--- config.mk ---
export PLATFORM = sky130hd
export DESIGN_NAME = rs485_txen_ctrl
export DESIGN_NICKNAME = d
export VERILOG_FILES = /design/src/rtl/rs485_txen_pkg.sv /design/src/rtl/rs485_txen_sync.sv /design/src/rtl/rs485_txen_cfg.sv /design/src/rtl/rs485_txen_timer.sv /design/src/rtl/rs485_txen_ctrl.sv
export SDC_FILE = /design/constraint.sdc
export NUM_CORES = 1
export LEC_CHECK = 0
export ABC_AREA = 1
export BUFFER_PORTS_ARGS = -buffer_cell sky130_fd_sc_hd__buf_2
export CAP_MARGIN = 20
export CORE_ASPECT_RATIO = 2
export CORE_MARGIN = 10
export CORE_UTILIZATION = 45
export CTS_CLUSTER_DIAMETER = 150
export DETAILED_ROUTE_END_ITERATION = 7
export GPL_TIMING_DRIVEN = 0
export SLEW_MARGIN = 30
export SYNTH_ARGS = -nofsm -noshare
export SYNTH_HDL_FRONTEND = slang
export SYNTH_HIERARCHICAL = 1
export SYNTH_SLANG_ARGS = --single-unit
--- constraint.sdc ---
create_clock -name clk -period 11 [get_ports clk]
set_input_delay 1.1 -clock clk [delete_from_list [all_inputs] [get_ports clk]]
set_output_delay 1.1 -clock clk [all_outputs]
set_load 0.02 [all_outputs]
--- src/rtl/rs485_txen_pkg.sv ---
package rs485_txen_pkg;

   localparam int FMT_W         = 8;
   localparam int FMT_LEN_LSB   = 0;
   localparam int FMT_LEN_W     = 3;
   localparam int FMT_PAR_BIT   = 3;
   localparam int FMT_STOP2_BIT = 4;
   localparam int FMT_OFF_BIT   = 7;
   localparam int BITS_W        = 4;

   localparam logic [FMT_W-1:0] FMT_RESET = 8'h03;

   typedef enum logic [1:0] {
      ST_IDLE  = 2'd0,
      ST_FRAME = 2'd1,
      ST_TAIL  = 2'd2
   } txen_state_e;

   function automatic logic [BITS_W-1:0] frame_bits(
      input logic [FMT_LEN_W-1:0] len_code,
      input logic                 par_on,
      input logic                 two_stop
   );
      logic [BITS_W-1:0] dbits;
      dbits = (len_code > 3'd4) ? 4'd9 : (4'd5 + {1'b0, len_code});
      return 4'd1 + dbits + {3'b000, par_on} + (two_stop ? 4'd2 : 4'd1);
   endfunction

endpackage

--- src/rtl/rs485_txen_sync.sv ---
module rs485_txen_sync #(
   parameter int STAGES = 2
) (
   input  logic clk,
   input  logic rst_n,
   input  logic line_i,
   output logic fall_o
);
   if (STAGES < 2) begin : g_bad_stages
      $error("rs485_txen_sync: STAGES must be at least 2");
   end

   logic [STAGES:0] chain_q;

   for (genvar i = 0; i <= STAGES; i++) begin : g_stage
      if (i == 0) begin : g_first
         always_ff @(posedge clk or negedge rst_n) begin
            if (!rst_n) chain_q[0] <= 1'b1;
            else        chain_q[0] <= line_i;
         end
      end else begin : g_next
         always_ff @(posedge clk or negedge rst_n) begin
            if (!rst_n) chain_q[i] <= 1'b1;
            else        chain_q[i] <= chain_q[i-1];
         end
      end
   end

   // The last synchronised stage is low while the stage after it still holds high.
   assign fall_o = chain_q[STAGES] & ~chain_q[STAGES-1];

endmodule

--- src/rtl/rs485_txen_cfg.sv ---
module rs485_txen_cfg
   import rs485_txen_pkg::*;
#(
   parameter int DIV_W   = 16,
   parameter int RST_DIV = 50
) (
   input  logic              clk,
   input  logic              rst_n,
   input  logic              wr_i,
   input  logic              sel_i,
   input  logic [DIV_W-1:0]  wdata_i,
   input  logic              load_i,
   output logic [DIV_W-1:0]  div_o,
   output logic [BITS_W-1:0] nbits_o,
   output logic              stop2_o,
   output logic              off_o
);
   localparam logic [DIV_W-1:0] DIV_MIN = DIV_W'(2);
   localparam logic [DIV_W-1:0] DIV_RST = DIV_W'(RST_DIV);

   if (DIV_W < FMT_W) begin : g_bad_width
      $error("rs485_txen_cfg: DIV_W must hold the format register");
   end
   if (RST_DIV < 2) begin : g_bad_rst
      $error("rs485_txen_cfg: RST_DIV must be at least 2");
   end

   logic [DIV_W-1:0] div_sh_q, div_act_q;
   logic [FMT_W-1:0] fmt_sh_q, fmt_act_q;

   // Registers that software writes.
   always_ff @(posedge clk or negedge rst_n) begin
      if (!rst_n) begin
         div_sh_q <= DIV_RST;
         fmt_sh_q <= FMT_RESET;
      end else if (wr_i) begin
         if (sel_i) fmt_sh_q <= wdata_i[FMT_W-1:0];
         else       div_sh_q <= wdata_i;
      end
   end

   // Working copies: refreshed only while the timer is idle.
   always_ff @(posedge clk or negedge rst_n) begin
      if (!rst_n) begin
         div_act_q <= DIV_RST;
         fmt_act_q <= FMT_RESET;
      end else if (load_i) begin
         div_act_q <= (div_sh_q < DIV_MIN) ? DIV_MIN : div_sh_q;
         fmt_act_q <= fmt_sh_q;
      end
   end

   assign div_o   = div_act_q;
   assign nbits_o = frame_bits(fmt_act_q[FMT_LEN_LSB +: FMT_LEN_W],
                               fmt_act_q[FMT_PAR_BIT],
                               fmt_act_q[FMT_STOP2_BIT]);
   assign stop2_o = fmt_act_q[FMT_STOP2_BIT];
   // The disable bit acts at once and bypasses the idle-only refresh.
   assign off_o   = fmt_sh_q[FMT_OFF_BIT];

endmodule

--- src/rtl/rs485_txen_timer.sv ---
module rs485_txen_timer
   import rs485_txen_pkg::*;
#(
   parameter int DIV_W = 16
) (
   input  logic              clk,
   input  logic              rst_n,
   input  logic              off_i,
   input  logic              start_i,
   input  logic [DIV_W-1:0]  div_i,
   input  logic [BITS_W-1:0] nbits_i,
   input  logic              stop2_i,
   output logic              txen_o,
   output logic              idle_o,
   output txen_state_e       state_o,
   output logic [BITS_W-1:0] bit_o,
   output logic [DIV_W-1:0]  cyc_o
);
   txen_state_e       st_q, st_d;
   logic [BITS_W-1:0] bit_q, bit_d;
   logic [DIV_W-1:0]  cyc_q, cyc_d;
   logic              txen_q;

   logic [DIV_W-1:0]  half;
   logic [BITS_W-1:0] stop_first;
   logic              in_stop, bit_done, last_bit, tail_done;

   assign half       = div_i >> 1;
   assign stop_first = nbits_i - (stop2_i ? 4'd2 : 4'd1);
   assign in_stop    = (bit_q >= stop_first);
   assign bit_done   = (cyc_q == div_i - 1'b1);
   assign last_bit   = (bit_q == nbits_i - 1'b1);
   assign tail_done  = (cyc_q == half - 1'b1);

   always_comb begin
      st_d  = st_q;
      bit_d = bit_q;
      cyc_d = cyc_q;
      if (off_i) begin
         st_d  = ST_IDLE;
         bit_d = '0;
         cyc_d = '0;
      end else begin
         unique case (st_q)
            ST_IDLE: begin
               if (start_i) begin
                  st_d  = ST_FRAME;
                  bit_d = '0;
                  cyc_d = '0;
               end
            end
            ST_FRAME: begin
               if (start_i && in_stop) begin
                  bit_d = '0;
                  cyc_d = '0;
               end else if (bit_done) begin
                  cyc_d = '0;
                  if (last_bit) st_d = ST_TAIL;
                  else          bit_d = bit_q + 1'b1;
               end else begin
                  cyc_d = cyc_q + 1'b1;
               end
            end
            ST_TAIL: begin
               if (start_i) begin
                  st_d  = ST_FRAME;
                  bit_d = '0;
                  cyc_d = '0;
               end else if (tail_done) begin
                  st_d  = ST_IDLE;
                  bit_d = '0;
                  cyc_d = '0;
               end else begin
                  cyc_d = cyc_q + 1'b1;
               end
            end
            default: begin
               st_d  = ST_IDLE;
               bit_d = '0;
               cyc_d = '0;
            end
         endcase
      end
   end

   always_ff @(posedge clk or negedge rst_n) begin
      if (!rst_n) begin
         st_q   <= ST_IDLE;
         bit_q  <= '0;
         cyc_q  <= '0;
         txen_q <= 1'b0;
      end else begin
         st_q   <= st_d;
         bit_q  <= bit_d;
         cyc_q  <= cyc_d;
         txen_q <= (st_d != ST_IDLE);
      end
   end

   assign txen_o  = txen_q;
   assign idle_o  = (st_q == ST_IDLE);
   assign state_o = st_q;
   assign bit_o   = bit_q;
   assign cyc_o   = cyc_q;

endmodule

--- src/rtl/rs485_txen_ctrl.sv ---
module rs485_txen_ctrl
   import rs485_txen_pkg::*;
#(
   parameter int DIV_W       = 16,
   parameter int RST_DIV     = 50,
   parameter int SYNC_STAGES = 2
) (
   input  logic             clk,
   input  logic             rst_n,
   input  logic             uart_txd_i,
   output logic             bus_txd_o,
   output logic             txen_o,
   input  logic             cfg_wr_i,
   input  logic             cfg_sel_i,
   input  logic [DIV_W-1:0] cfg_wdata_i
);
   logic              start_pulse;
   logic              idle_now;
   logic              off_now;
   logic              stop2_act;
   logic [DIV_W-1:0]  div_act;
   logic [BITS_W-1:0] nbits_act;
   txen_state_e       state_q;
   logic [BITS_W-1:0] bit_q;
   logic [DIV_W-1:0]  cyc_q;

   assign bus_txd_o = uart_txd_i;

   rs485_txen_sync #(.STAGES(SYNC_STAGES)) u_sync (
      .clk    (clk),
      .rst_n  (rst_n),
      .line_i (uart_txd_i),
      .fall_o (start_pulse)
   );

   rs485_txen_cfg #(.DIV_W(DIV_W), .RST_DIV(RST_DIV)) u_cfg (
      .clk     (clk),
      .rst_n   (rst_n),
      .wr_i    (cfg_wr_i),
      .sel_i   (cfg_sel_i),
      .wdata_i (cfg_wdata_i),
      .load_i  (idle_now),
      .div_o   (div_act),
      .nbits_o (nbits_act),
      .stop2_o (stop2_act),
      .off_o   (off_now)
   );

   rs485_txen_timer #(.DIV_W(DIV_W)) u_timer (
      .clk     (clk),
      .rst_n   (rst_n),
      .off_i   (off_now),
      .start_i (start_pulse),
      .div_i   (div_act),
      .nbits_i (nbits_act),
      .stop2_i (stop2_act),
      .txen_o  (txen_o),
      .idle_o  (idle_now),
      .state_o (state_q),
      .bit_o   (bit_q),
      .cyc_o   (cyc_q)
   );

endmodule

==> key figures <==
Run status
  • Result of the run: complete, no violations

Route
  • DRC violations left: 0
  • Number of routed nets with antenna violations: 0
  • Drt first-iter violations: approximately 170
  • Ratio of routed vias to standard cells: 4.96
  • Iteration count of the initial detailed-routing pass: 5
  • Routed wirelength normalized by instance count: 14.0 µm
  • Total routed wirelength: approximately 12000 µm
  • Routed vias: 4289

Finish
  • Share of post-route cells with drive strength above 1: 0.169
  • Antenna Cells: 0
  • Final instance area: between 0.005 and 0.006 mm²
  • Commonest cells after routing, fill and taps aside: 225 x sky130_fd_sc_hd__nand2_1, 78 x sky130_fd_sc_hd__inv_1, 60 x sky130_fd_sc_hd__nor2_1
  • Fill cell instance count of the final layout: approximately 1100
  • Most common cell after layout, fill and taps aside: sky130_fd_sc_hd__nand2_1
  • Net count of the finished layout: 765
  • Area added between synthesis and finish: 12.5%
  • Final std cells w/o fill: roughly 860
  • Final core area utilization: 0.518

Worst setup path
  • Data arrival time of the worst path: 4520 ps
  • Crit Path Category: flop to flop
  • Critical path startpoint category: flop
  • CP endpoint kind: flop
  • Data required time at the worst endpoint: 11260 ps
  • Maximum fanout count along the critical path: 10

Synth
  • Asr flop ratio synth: 1.00
  • Portion of the post-synthesis area used by sequential elements: 0.346
  • Primary flip-flop cell chosen by synthesis mapping: sky130_fd_sc_hd__dfrtp_1
  • Count of cell types in the netlist: 41
  • Mapped Cells: 685
  • Synthesized area: 0.00504 mm²
  • Mean area per synthesized cell: 7.36 µm²
  • Yosys warning total: 6
  • Post-synth net total: 731
  • Number of flops mapped to enable cells by yosys: 0
  • Yosys reg bits: 69

Pwr
  • Power density cells: 240 mW/mm²
  • Switching Share: 0.428
  • Tot Pwr: roughly 1.4 mW
  • Sequential Power Share: 0.269
  • Sw Pwr: 0.582 mW
  • Fraction of power consumed by the clock network: 0.226
  • Combinational fraction of design power: 0.504
  • Internal power: 0.778 mW
  • Maximum vdd ir drop: between 0.0002 and 0.0003 V
  • Standby leakage power: 2.89 nW

Clock network
  • Num CTS Buffers: 9
  • Reg clk slew, reported paths: ~60 ps
  • Clk Latency, worst-skew pair: ~330 ps
  • Root buffer selected by CTS: sky130_fd_sc_hd__clkbuf_16
  • # clock sinks: 69
  • Clock tree from TritonCTS: yes
  • Number of setup buffers added after CTS: 0
  • Buffer levels on the longest clock path: 2
  • CTS H-tree depth: 3
  • Gates resized, CTS repair: 0
  • Post-CTS Hold Buffers: 0

Run
  • Max-cap check violation count: 0

STA
  • Post-route setup slack: 6740 ps
  • Setup violation total in the final timing report: 0
  • Final worst-path cycle share: 0.387
  • Unrepaired setup endpoints after global routing: no
  • Least-Margin Pin Slew: 577 ps
  • Number of failing hold endpoints at the final stage: 0
  • Post-Route Skew: 4.54 ps
  • Post-route worst hold slack: 356 ps
  • Top achievable clock speed: 0.235 GHz
  • Setup TNS: 0 ps
  • Worst max-slew margin expressed relative to the limit: 0.616
  • Pins over their slew limit: 0
  • Shortest clock period the worst path allows after layout: 4260 ps

Floorplan
  • # rows: between 50 and 60
  • Core Area: around 0.011 mm²
  • Die area: 0.0161 mm²
  • Horizontal die dimension: 94.8 µm
  • Chip height: 170 µm
  • Initial cell density of the core: 0.460
  • IO Pins: 23

Placement
  • Detailed-placement wirelength estimate: 9940 µm
  • Total cell area at the placement stage: between 0.005 and 0.006 mm²
  • Post-Place Cells: 848
  • Worst slack, placed: between 6000 and 7000 ps
  • Global placement routability congestion: 0.872
  • Count of buffers inserted at the top-level ports: 22

Global route
  • All-layer global routing usage: 0.160
  • Overall overflow remaining after global route: 0
  • Initial antenna violation count: 0
  • Vias in the first global route: around 4300
  • Largest net degree at the start of global routing: 45
  • Wire length of the first global-routing pass: 20200 µm

Worst hold path
  • Class of the most critical hold timing path: flop to flop
## sequential cells by signal, summed over array words and instances, names as in the netlist
register	cells
u_cfg/div_o	16
u_cfg/div_sh_q	16
u_timer/cyc_o	16
u_cfg/fmt_sh_q	6
u_cfg/fmt_act_q	5
u_timer/bit_o	4
u_sync/chain_q	3
u_timer/state_o	2
u_timer/txen_o	1
## per-layer routing
layer	global-route usage	share of wire	vias up
met2	0.313	0.58	64
met5	0	0	-
li1	-	-	2199
met1	0.151	0.36	2004
met3	0.0239	0.020	22
met4	0.0844	0.039	0
## worst max-delay path: stages, from the launching register on
cell and delay [ps]:
sky130_fd_sc_hd__dfstp_2 540, sky130_fd_sc_hd__inv_1 70, sky130_fd_sc_hd__ha_1 300, sky130_fd_sc_hd__o21a_1 110, sky130_fd_sc_hd__ha_1 320, sky130_fd_sc_hd__fa_1 670
sky130_fd_sc_hd__ha_1 260, sky130_fd_sc_hd__a211oi_1 280, sky130_fd_sc_hd__xnor2_1 180, sky130_fd_sc_hd__ha_1 290, sky130_fd_sc_hd__a21oi_1 140, sky130_fd_sc_hd__nand3_1 100
sky130_fd_sc_hd__nand2_1 70, sky130_fd_sc_hd__inv_1 70, sky130_fd_sc_hd__nor2_1 160, sky130_fd_sc_hd__nand2_1 90, sky130_fd_sc_hd__nand2_2 140, sky130_fd_sc_hd__nand2_4 100
sky130_fd_sc_hd__buf_12 180, sky130_fd_sc_hd__o21ai_2 110
## path summary, 6_finish.rpt
kind	end	slack, ps	cells past startpoint	from
setup / recovery	u_timer/cyc_o[4]$_DFFE_PN0N_	6740	19	u_cfg/fmt_act_q[0]$_DFFE_PN1P_
hold / removal	u_sync/chain_q[1]$_DFF_PN1_	360	0	u_sync/chain_q[0]$_DFF_PN1_
setup reg to reg	u_timer/cyc_o[4]$_DFFE_PN0N_	6740	19	u_cfg/fmt_act_q[0]$_DFFE_PN1P_
hold reg to reg	u_sync/chain_q[1]$_DFF_PN1_	360	0	u_sync/chain_q[0]$_DFF_PN1_
max in group asynchronous	u_sync/chain_q[0]$_DFF_PN1_	9720	2	rst_n
min in group asynchronous	u_cfg/fmt_act_q[3]$_DFFE_PN0P_	670	1	rst_n
## cells in the mapped netlist (5+ instances only)
master	count	area, µm²
sky130_fd_sc_hd__a21oi_1	6	30.0
sky130_fd_sc_hd__buf_2	10	50.1
sky130_fd_sc_hd__dfrtp_1	56	1400
sky130_fd_sc_hd__dfstp_2	13	342
sky130_fd_sc_hd__ha_1	23	288
sky130_fd_sc_hd__inv_1	78	293
sky130_fd_sc_hd__mux2_4	8	120
sky130_fd_sc_hd__nand2_1	225	845
sky130_fd_sc_hd__nand2_2	9	56.3
sky130_fd_sc_hd__nand3_1	44	220
sky130_fd_sc_hd__nand4_1	5	31.3
sky130_fd_sc_hd__nor2_1	60	225
sky130_fd_sc_hd__nor2_2	7	43.8
sky130_fd_sc_hd__nor2_4	7	78.8
sky130_fd_sc_hd__o21ai_0	33	165
sky130_fd_sc_hd__o21ai_2	9	78.8
sky130_fd_sc_hd__xnor2_1	18	158
sky130_fd_sc_hd__xor2_1	29	254
## cell families after synthesis
kind of cell | Yosys count | share of synthesized area
flip-flops | 69 | 0.346
multiplexers | 10 | 0.0283
XOR/XNOR | 47 | 0.0817
buffers and inverters | 103 | 0.0882
AO/OA/AOI/OAI | 57 | 0.0670
AND/OR/NAND/NOR | 374 | 0.324
adder cells (fa/ha/maj) | 25 | 0.0651
## cell type report
type                            instances  area (µm²)  area share
Buffer                                 21         136      0.0241
Clock buffer                            9         225      0.0397
Clock inverter                          7        98.8      0.0174
Inverter                               82         308      0.0543
Multi-Input combinational cell        513        2850       0.503
Sequential cell                        69        1740       0.307
Tap cell                              140         175      0.0309
Timing Repair Buffer                   23         133      0.0234
## power by group through the flow
stage          sequential, mW  clock (mW)  combinational, mW
6_report                0.366       0.308              0.686
5_1_grt                 0.375       0.324              0.786
4_1_cts                 0.367       0.314              0.696
3_5_place_dp            0.371           0              0.693
3_3_place_gp            0.368           0              0.669
2_1_floorplan           0.353           0              0.541
No activity file was read; power rests on OpenSTA's default activity.
